$ cat config.mk
export PLATFORM = sky130hd
export DESIGN_NAME = eep_status_emu
export DESIGN_NICKNAME = d
export VERILOG_FILES = /design/src/rtl/eep_pkg.sv /design/src/rtl/eep_edge.sv /design/src/rtl/eep_seq.sv /design/src/rtl/eep_store.sv /design/src/rtl/eep_status_emu.sv
export SDC_FILE = /design/constraint.sdc
export NUM_CORES = 1
export LEC_CHECK = 0
export CORE_MARGIN = 2
export CORE_UTILIZATION = 60
export CTS_CLUSTER_DIAMETER = 40
export DETAILED_ROUTE_END_ITERATION = 6
export GPL_ROUTABILITY_DRIVEN = 0
export PLACE_DENSITY = 0.77
export SKIP_LAST_GASP = 1
export SYNTH_ARGS = -nofsm -noshare
export SYNTH_HDL_FRONTEND = slang
export SYNTH_HIERARCHICAL = 1
export SYNTH_SLANG_ARGS = --single-unit
$ cat constraint.sdc
create_clock -name clk -period 9.3 [get_ports clk]
set_input_delay 2.79 -clock clk [delete_from_list [all_inputs] [get_ports clk]]
set_output_delay 2.79 -clock clk [all_outputs]
set_load 0.03 [all_outputs]
$ cat src/rtl/eep_pkg.sv
package eep_pkg;

  typedef enum logic [1:0] {
    ST_IDLE  = 2'd0,
    ST_LOAD  = 2'd1,
    ST_WRITE = 2'd2,
    ST_RECOV = 2'd3
  } eep_state_t;

  // Status byte shown while a programming cycle is in progress.
  function automatic logic [7:0] status_byte(input logic last_b7,
                                             input logic tog,
                                             input logic window_open);
    return {~last_b7, tog, window_open, 5'b00000};
  endfunction

  function automatic int max3(input int a, input int b, input int c);
    int m;
    m = (a > b) ? a : b;
    return (m > c) ? m : c;
  endfunction

endpackage

$ cat src/rtl/eep_edge.sv
module eep_edge #(
  parameter int          N       = 2,
  parameter logic [N-1:0] RST_VAL = '1
) (
  input  logic         clk,
  input  logic         rst_n,
  input  logic [N-1:0] sig_i,
  output logic [N-1:0] rise_o
);
  logic [N-1:0] prev_q;

  always_ff @(posedge clk or negedge rst_n) begin
    if (!rst_n) prev_q <= RST_VAL;
    else        prev_q <= sig_i;
  end

  for (genvar i = 0; i < N; i++) begin : g_rise
    assign rise_o[i] = sig_i[i] & ~prev_q[i];
  end
endmodule

$ cat src/rtl/eep_seq.sv
module eep_seq
  import eep_pkg::*;
#(
  parameter int LOAD_TMO  = 12,
  parameter int WRITE_CYC = 24,
  parameter int ERASE_MIN = 16,
  parameter int RECOV_CYC = 10
) (
  input  logic       clk,
  input  logic       rst_n,
  input  logic       ce_n,
  input  logic       we_n,
  input  logic       hv_erase,
  input  logic       we_rise,
  input  logic       oe_rise,
  input  logic       latch_req,
  output eep_state_t st_o,
  output logic       latch_acc,
  output logic       commit,
  output logic       erase_fire,
  output logic       tog_o
);
  localparam int TMAX = max3(LOAD_TMO, WRITE_CYC, RECOV_CYC);
  localparam int TW   = $clog2(TMAX + 1);
  localparam int EW   = $clog2(ERASE_MIN + 1);

  eep_state_t    st;
  logic [TW-1:0] tmr;
  logic [EW-1:0] ecnt;
  logic          tog;
  logic          busy, read_end, erase_hold, load_done, recov_done;

  assign busy       = (st == ST_LOAD) || (st == ST_WRITE);
  assign read_end   = oe_rise && !ce_n;
  assign erase_hold = (st == ST_IDLE) && !ce_n && hv_erase && !we_n;
  assign load_done  = (tmr == TW'(LOAD_TMO - 1));
  assign recov_done = (tmr == TW'(RECOV_CYC - 1));
  assign commit     = (st == ST_WRITE) && (tmr == TW'(WRITE_CYC - 1));
  assign erase_fire = (st == ST_IDLE) && we_rise && !ce_n && hv_erase &&
                      (ecnt == EW'(ERASE_MIN));
  assign latch_acc  = latch_req && ((st == ST_IDLE) || (st == ST_LOAD));

  always_ff @(posedge clk or negedge rst_n) begin
    if (!rst_n) begin
      st   <= ST_IDLE;
      tmr  <= '0;
      ecnt <= '0;
      tog  <= 1'b0;
    end else begin
      if (erase_hold) ecnt <= (ecnt == EW'(ERASE_MIN)) ? ecnt : ecnt + 1'b1;
      else            ecnt <= '0;
      if (busy && read_end) tog <= ~tog;
      unique case (st)
        ST_IDLE: begin
          if (latch_req) begin
            st  <= ST_LOAD;
            tmr <= '0;
            tog <= 1'b0;
          end else if (erase_fire) begin
            st  <= ST_RECOV;
            tmr <= '0;
          end
        end
        ST_LOAD: begin
          if (latch_req) tmr <= '0;
          else if (load_done) begin
            st  <= ST_WRITE;
            tmr <= '0;
          end else tmr <= tmr + 1'b1;
        end
        ST_WRITE: begin
          if (commit) begin
            st  <= ST_IDLE;
            tmr <= '0;
          end else tmr <= tmr + 1'b1;
        end
        ST_RECOV: begin
          if (recov_done) begin
            st  <= ST_IDLE;
            tmr <= '0;
          end else tmr <= tmr + 1'b1;
        end
        default: st <= ST_IDLE;
      endcase
    end
  end

  assign st_o  = st;
  assign tog_o = tog;


  enter_write_chk: assert property (@(posedge clk) disable iff (!rst_n)
    $rose(st == ST_WRITE) |-> $past(st) == ST_LOAD);


  window_restart_chk: assert property (@(posedge clk) disable iff (!rst_n)
    (st == ST_LOAD && latch_req) |=> (st == ST_LOAD && tmr == '0));


  tog_flip_chk: assert property (@(posedge clk) disable iff (!rst_n)
    (busy && read_end) |=> tog != $past(tog));


  recov_hold_chk: assert property (@(posedge clk) disable iff (!rst_n)
    (st == ST_RECOV) |=> (st == ST_RECOV || st == ST_IDLE));
endmodule

$ cat src/rtl/eep_store.sv
module eep_store #(
  parameter int ADDR_W = 4
) (
  input  logic                          clk,
  input  logic                          rst_n,
  input  logic                          latch_acc,
  input  logic                          commit,
  input  logic                          erase_fire,
  input  logic [ADDR_W-1:0]             addr,
  input  logic [7:0]                    din,
  output logic [7:0]                    rd_byte,
  output logic                          last_b7,
  output logic [(1<<ADDR_W)-1:0]        pend_o
);
  localparam int DEPTH = 1 << ADDR_W;

  logic [DEPTH-1:0][7:0] mem_q;
  logic [DEPTH-1:0][7:0] pbuf_q;
  logic [DEPTH-1:0]      pvld_q;
  logic [DEPTH-1:0]      hit;
  logic                  b7_q;

  for (genvar i = 0; i < DEPTH; i++) begin : g_hit
    assign hit[i] = latch_acc && (addr == ADDR_W'(i));
  end

  always_ff @(posedge clk or negedge rst_n) begin
    if (!rst_n) begin
      mem_q  <= '0;
      pbuf_q <= '0;
      pvld_q <= '0;
      b7_q   <= 1'b0;
    end else begin
      if (latch_acc) b7_q <= din[7];
      for (int i = 0; i < DEPTH; i++) begin
        if (erase_fire) mem_q[i] <= 8'hFF;
        else if (commit && pvld_q[i]) mem_q[i] <= pbuf_q[i];
        if (hit[i]) pbuf_q[i] <= din;
        if (commit) pvld_q[i] <= 1'b0;
        else if (hit[i]) pvld_q[i] <= 1'b1;
      end
    end
  end

  assign rd_byte = mem_q[addr];
  assign last_b7 = b7_q;
  assign pend_o  = pvld_q;


  erase_fill_chk: assert property (@(posedge clk) disable iff (!rst_n)
    erase_fire |=> (&mem_q));


  commit_clear_chk: assert property (@(posedge clk) disable iff (!rst_n)
    commit |=> (pvld_q == '0));
endmodule

$ cat src/rtl/eep_status_emu.sv
module eep_status_emu
  import eep_pkg::*;
#(
  parameter int ADDR_W    = 4,
  parameter int LOAD_TMO  = 12,
  parameter int WRITE_CYC = 24,
  parameter int ERASE_MIN = 16,
  parameter int RECOV_CYC = 10
) (
  input  logic              clk,
  input  logic              rst_n,
  input  logic              ce_n,
  input  logic              oe_n,
  input  logic              we_n,
  input  logic              hv_erase,
  input  logic [ADDR_W-1:0] addr,
  input  logic [7:0]        dq_i,
  output logic [7:0]        dq_o,
  output logic              dq_oe
);
  localparam int DEPTH = 1 << ADDR_W;

  logic [1:0]       rise;
  logic             we_rise, oe_rise, latch_req;
  eep_state_t       st;
  logic             latch_acc, commit, erase_fire, tog;
  logic [7:0]       rd_byte;
  logic             last_b7, busy;
  logic [DEPTH-1:0] pend;

  eep_edge #(.N(2), .RST_VAL(2'b11)) u_edge (
    .clk    (clk),
    .rst_n  (rst_n),
    .sig_i  ({oe_n, we_n}),
    .rise_o (rise)
  );
  assign we_rise   = rise[0];
  assign oe_rise   = rise[1];
  assign latch_req = we_rise && !ce_n && oe_n && !hv_erase;

  eep_seq #(
    .LOAD_TMO (LOAD_TMO),
    .WRITE_CYC(WRITE_CYC),
    .ERASE_MIN(ERASE_MIN),
    .RECOV_CYC(RECOV_CYC)
  ) u_seq (
    .clk       (clk),
    .rst_n     (rst_n),
    .ce_n      (ce_n),
    .we_n      (we_n),
    .hv_erase  (hv_erase),
    .we_rise   (we_rise),
    .oe_rise   (oe_rise),
    .latch_req (latch_req),
    .st_o      (st),
    .latch_acc (latch_acc),
    .commit    (commit),
    .erase_fire(erase_fire),
    .tog_o     (tog)
  );

  eep_store #(.ADDR_W(ADDR_W)) u_store (
    .clk       (clk),
    .rst_n     (rst_n),
    .latch_acc (latch_acc),
    .commit    (commit),
    .erase_fire(erase_fire),
    .addr      (addr),
    .din       (dq_i),
    .rd_byte   (rd_byte),
    .last_b7   (last_b7),
    .pend_o    (pend)
  );

  assign busy  = (st == ST_LOAD) || (st == ST_WRITE);
  assign dq_oe = !ce_n && !oe_n && !hv_erase;
  assign dq_o  = busy ? status_byte(last_b7, tog, st == ST_LOAD) : rd_byte;


  busy_ignore_chk: assert property (@(posedge clk) disable iff (!rst_n)
    (st == ST_WRITE && latch_req && !commit) |=> $stable(pend));


  commit_idle_chk: assert property (@(posedge clk) disable iff (!rst_n)
    commit |=> (st == ST_IDLE && pend == '0));


  capture_pend_chk: assert property (@(posedge clk) disable iff (!rst_n)
    (latch_req && st == ST_IDLE) |=> (pend != '0));
endmodule

Word-level counts from Yosys, hierarchy flattened
Cells that the tools add are included.
{"block": "totals", "regBits": 288, "output_inout_bits": 9}
{"block": "classes", "n_eq_ne": 28, "bitwise": 6, "mux": 86, "n_reduce_logical": 89, "n_lt_le_gt_ge": 1, "addsub": 2}
{"operator": "$mux 8", "count": 34}
{"operator": "$reduce_bool 2->1", "count": 32}
{"operator": "$logic_and 1x1->1", "count": 48}
{"operator": "$mux 5", "count": 8}
{"operator": "$mux 1", "count": 35}
{"operator": "$bmux 8 s4", "count": 1}
{"operator": "$eq 4x4->1 const B", "count": 8}
{"operator": "$pmux 5 s4", "count": 1}
{"operator": "$eq 4x3->1 const B", "count": 4}
{"operator": "$mux 2", "count": 6}
{"operator": "$add 5x1->5 const B", "count": 2}
{"operator": "$eq 5x4->1 const B", "count": 2}
{"operator": "$eq 5x5->1 const B", "count": 2}
{"operator": "$eq 4x2->1 const B", "count": 2}
{"operator": "$pmux 2 s4", "count": 1}
{"operator": "$ne 2x1->1 const B", "count": 3}
{"operator": "$lt 4x5->1 const B", "count": 1}
{"operator": "$reduce_and 5->1", "count": 1}
{"operator": "$eq 2x2->1 const B", "count": 2}
{"operator": "$eq 4x1->1 const B", "count": 1}
{"operator": "$logic_not 1->1", "count": 4}
{"operator": "$logic_not 4->1", "count": 1}
{"operator": "$ne 2x2->1 const B", "count": 2}
{"operator": "$not 1->1", "count": 4}
{"operator": "5 further kinds", "count": 7}

Logic depth before layout (Yosys ltp)
{"block": "logic_depth", "ltp_word": 9, "depth_mapped": 9, "ltp_nobuf": 8}

By module
Netlist, hierarchy kept.
{"module": "eep_store", "area_per_inst_um2": 11855.1, "cells_each": 835, "seq_area_each_um2": 6831.6, "instances": 1}
{"module": "eep_seq", "area_per_inst_um2": 897.1, "cells_each": 90, "seq_area_each_um2": 325.3, "instances": 1}
{"module": "eep_status_emu", "area_per_inst_um2": 117.6, "cells_each": 15, "seq_area_each_um2": 0.0, "instances": 1}
{"module": "eep_edge", "area_per_inst_um2": 80.1, "cells_each": 4, "seq_area_each_um2": 52.6, "instances": 1}

Least setup slack after synthesis
Ideal clock, no wire load.
{"block": "synth_path", "path_kind": "input -> output", "from": "input port addr[0]", "to": "output port dq_o[7]", "path_stages": 7, "arrival_ps": 4298, "setup_slack_ps": 2212, "t_required_ps": 6510, "n_path_buf": 2, "cell_sequence": "buf_4 -> buf_2 -> mux4_2 -> a22oi_1 -> nand2_1 -> nand2_1 -> o21ai_0"}
{"block": "synth_between", "elab_chain_len": 3}
{"item": "from (decl)", "line_no": "eep_status_emu.sv:16", "text": "input logic [ADDR_W-1:0] addr,"}
{"item": "$bmux 8 s4", "line_no": "eep_store.sv:45", "text": "assign rd_byte = mem_q[addr];"}
{"item": "$mux 8 (implied by the code)", "line_no": "eep_store.sv:45"}
{"item": "via rd_byte[7]", "line_no": "eep_status_emu.sv:27", "text": "logic [7:0] rd_byte;"}
{"item": "$mux 8", "line_no": "eep_status_emu.sv:77", "text": "assign dq_o = busy ? status_byte(last_b7, tog, st == ST_LOAD) : rd_byte;"}
{"item": "to (decl)", "line_no": "eep_status_emu.sv:18", "text": "output logic [7:0] dq_o,"}
The timed path passes the listed nets, and every way through them passes these cells. The select of a mux whose other input is x is not followed.

Worst setup path in the final report
{"block": "layout_path", "from": "input port addr[0]", "to": "output port dq_o[5]"}
Same word-level chain as after synthesis.

==> metrics.csv <==
stage,metric,value,unit
layout,diodes,0,
clock_tree,cts_tree,built,
timing,setup_tns,0,ps
timing,rsz0062_at_grt,no,
clock_tree,hold_buffers,0,
clock_tree,clk_latency,520,ps
worst_setup_path,end_kind,output port,
drt,num_vias,8504,
power_and_ir_drop,peakVddDrop,0.000162,V
logic_synthesis,synth_area,12900,µm²
timing,post-route-min-period,8290,ps
logic_synthesis,ys.flop_type,dfrtp_1,
logic_synthesis,synthCells,944,
global_routing,grt_pass1_wl,49500,µm
worst_setup_path,crit_fanout,33,
die,die_h,151,µm
placed_design,hpwlAfterDp,19000,µm
power_and_ir_drop,powerDensity,218,nW/µm²
layout,nNetsFinal,989,
worst_setup_path,startpoint_type,primary input,
die,ios,27,
logic_synthesis,synthArstFlopShare,100,%
clock_tree,cts.sinks,288,
placed_design,portBuffers,26,
outcome,outcome,"finished, final reports clean",
clock_tree,cts_buffers,40,
worst_setup_path,path_class,primary input to output port,
drt,finalWirelength,31500,µm
logic_synthesis,ys_ff_latch,288,
job,drv_cap,0,
layout,syn_to_final_growth,13.7,%
timing,finalCritPeriodShare,89.1,%
worst_setup_path,r2r_setup_slack,6040,ps
layout,mostFrequentLayoutCell,dfrtp_1,
die,die_area,22800,µm²
worst_setup_path,cp.required,6510,ps
drt,drt_pass1_iterations,5,
logic_synthesis,ys_types,52,
timing,slew_viol_final,0,
die,die_x,151,µm
clock_tree,post_cts_resized,0,
timing,fin_worst_skew,16.0,ps
drt,drtIter0Drc,861,
global_routing,antenna_found_initial,0,
global_routing,gr-total-overflow,0,
timing,whs,481,ps
global_routing,grt_pass1_vias,8364,
layout,mostFrequentLayoutCells,"286 x dfrtp_1, 129 x a211o_1, 129 x and3_1, 96 x mux2_2, 41 x clkbuf_16",
logic_synthesis,synth_edf_count,0,
global_routing,grt_max_degree,197,
die,rows,53,
layout,drive_gt1_share,26.6,%
clock_tree,clockBufferDepth,3,
logic_synthesis,yosys.area.top_type,dfrtp_1,
clock_tree,cts_root_buf,clkbuf_16,
worst_hold_path,hp-class,flop to flop,
drt,drc,0,
global_routing,track_usage,28.9,%
timing,hold_viol,0,
logic_synthesis,syn_nets,972,
logic_synthesis,synth_top_area_share,55.3,%
timing,fmax,0.121,GHz
drt,drt-wirelength-per-cell,24.9,µm
die,start_util,61.4,%
timing,worst_slew_pin_slew,1240,ps
logic_synthesis,yosys_warnings,6,
logic_synthesis,ys_top_cells_by_area,"dfrtp_1 55%, a211o_1 8.7%, mux2_2 8.3%",
drt,viasPerCell,6.73,
clock_tree,clk_pin_slew,50,ps
clock_tree,cts_setup_buffers,0,
power_and_ir_drop,p_leak,8.54,nW
drt,ant_nets,0,
timing,setup-violations-final,0,
logic_synthesis,synth-seq-area-share,55.7,%
die,fp.coreArea,21100,µm²
timing,slew_headroom,17.0,%
clock_tree,htreeDepth,2,
logic_synthesis,avgSynthCellArea,13.7,µm²
worst_setup_path,cp.arrival,5500,ps
critical path: stages:
cell	delay (ps)
buf_2	640
buf_4	350
mux4_2	540
a22oi_1	170
nand2_1	130
mux2_4	280
clkdlybuf4s50_1	590
report_power, final:
group          switching, mW  internal [mW]
Sequential            0.0467           1.31
Combinational          0.173          0.123
Clock                  0.565          0.997
cells in the mapped netlist (7+ instances only):
library cell  count
inv_1            15
nor2_2            9
a21oi_1           7
mux2_4           26
mux2_2           96
ha_1             10
dfrtp_1         286
mux2_1           11
nor2_1           15
and3_1          129
buf_2            15
nand2_1          33
a211o_1         129
a22oi_1          17
mux4_2           26
o21ba_2          10
clkbuf_1         30
per-stage QoR:
| stage | worst slack (ps) | area [µm²] | util (%) | instances | total power, mW |
|---|---|---|---|---|---|
| final | 1010 | 14700 | 69.8 | 1264 | 3.21 |
| after global routing | 815 | 14700 | 69.8 | 1264 | 3.32 |
| after CTS | 988 | 14700 | 69.8 | 1264 | 3.24 |
| after detailed placement | 986 | 13300 | 63.3 | 1194 | 1.67 |
| after global placement | 1070 | 13300 | 63.3 | 1194 | 1.66 |
| after floorplan | 2210 | 12900 | - | 944 | 1.56 |
kinds of logic after synthesis:
family,synth area share (%)
flip-flops,55.7
AND/OR/NAND/NOR,10.6
AO/OA/AOI/OAI,11.5
multiplexers,18.3
buffers and inverters,2.64
adder cells (fa/ha/maj),0.966
XOR/XNOR,0.338
sequential cells by signal, indices dropped and copies added (netlist names):
register         count
u_edge/prev_q        2
u_seq/ecnt           5
u_seq/st_o           2
u_seq/tmr            5
u_seq/tog_o          1
u_store/last_b7      1
u_store/mem_q      128
u_store/pbuf_q     128
u_store/pend_o      16
routing by layer:
metal | vias up | wire length (µm) | track usage [%]
met5 | - | 0 | 0
met1 | 4466 | 13600 | 42.7
li1 | 3614 | - | -
met2 | 350 | 14700 | 43.1
met3 | 74 | 2310 | 6.36
met4 | 0 | 904 | 9.53
final timing paths:
path	startpoint	depth (start not counted)	to
setup reg to reg	u_edge/prev_q[0]	8	u_store/pbuf_q[26]
min in group asynchronous	rst_n	1	u_seq/ecnt[2]
max in group asynchronous	rst_n	2	u_store/mem_q[2]
setup / recovery	addr[0]	7	dq_o[5]
hold / removal	u_store/pbuf_q[25]	1	u_store/pbuf_q[25]
hold reg to reg	u_store/pbuf_q[25]	1	u_store/pbuf_q[25]
cell type report:
type,count,area [µm²]
Sequential cell,288,7210
Clock inverter,23,305
Multi-Input combinational cell,583,5410
Clock buffer,47,1070
Fill cell,1464,6370
Tap cell,275,344
Inverter,15,56.3
Timing Repair Buffer,33,320
Power figures use the tool's default switching activity.
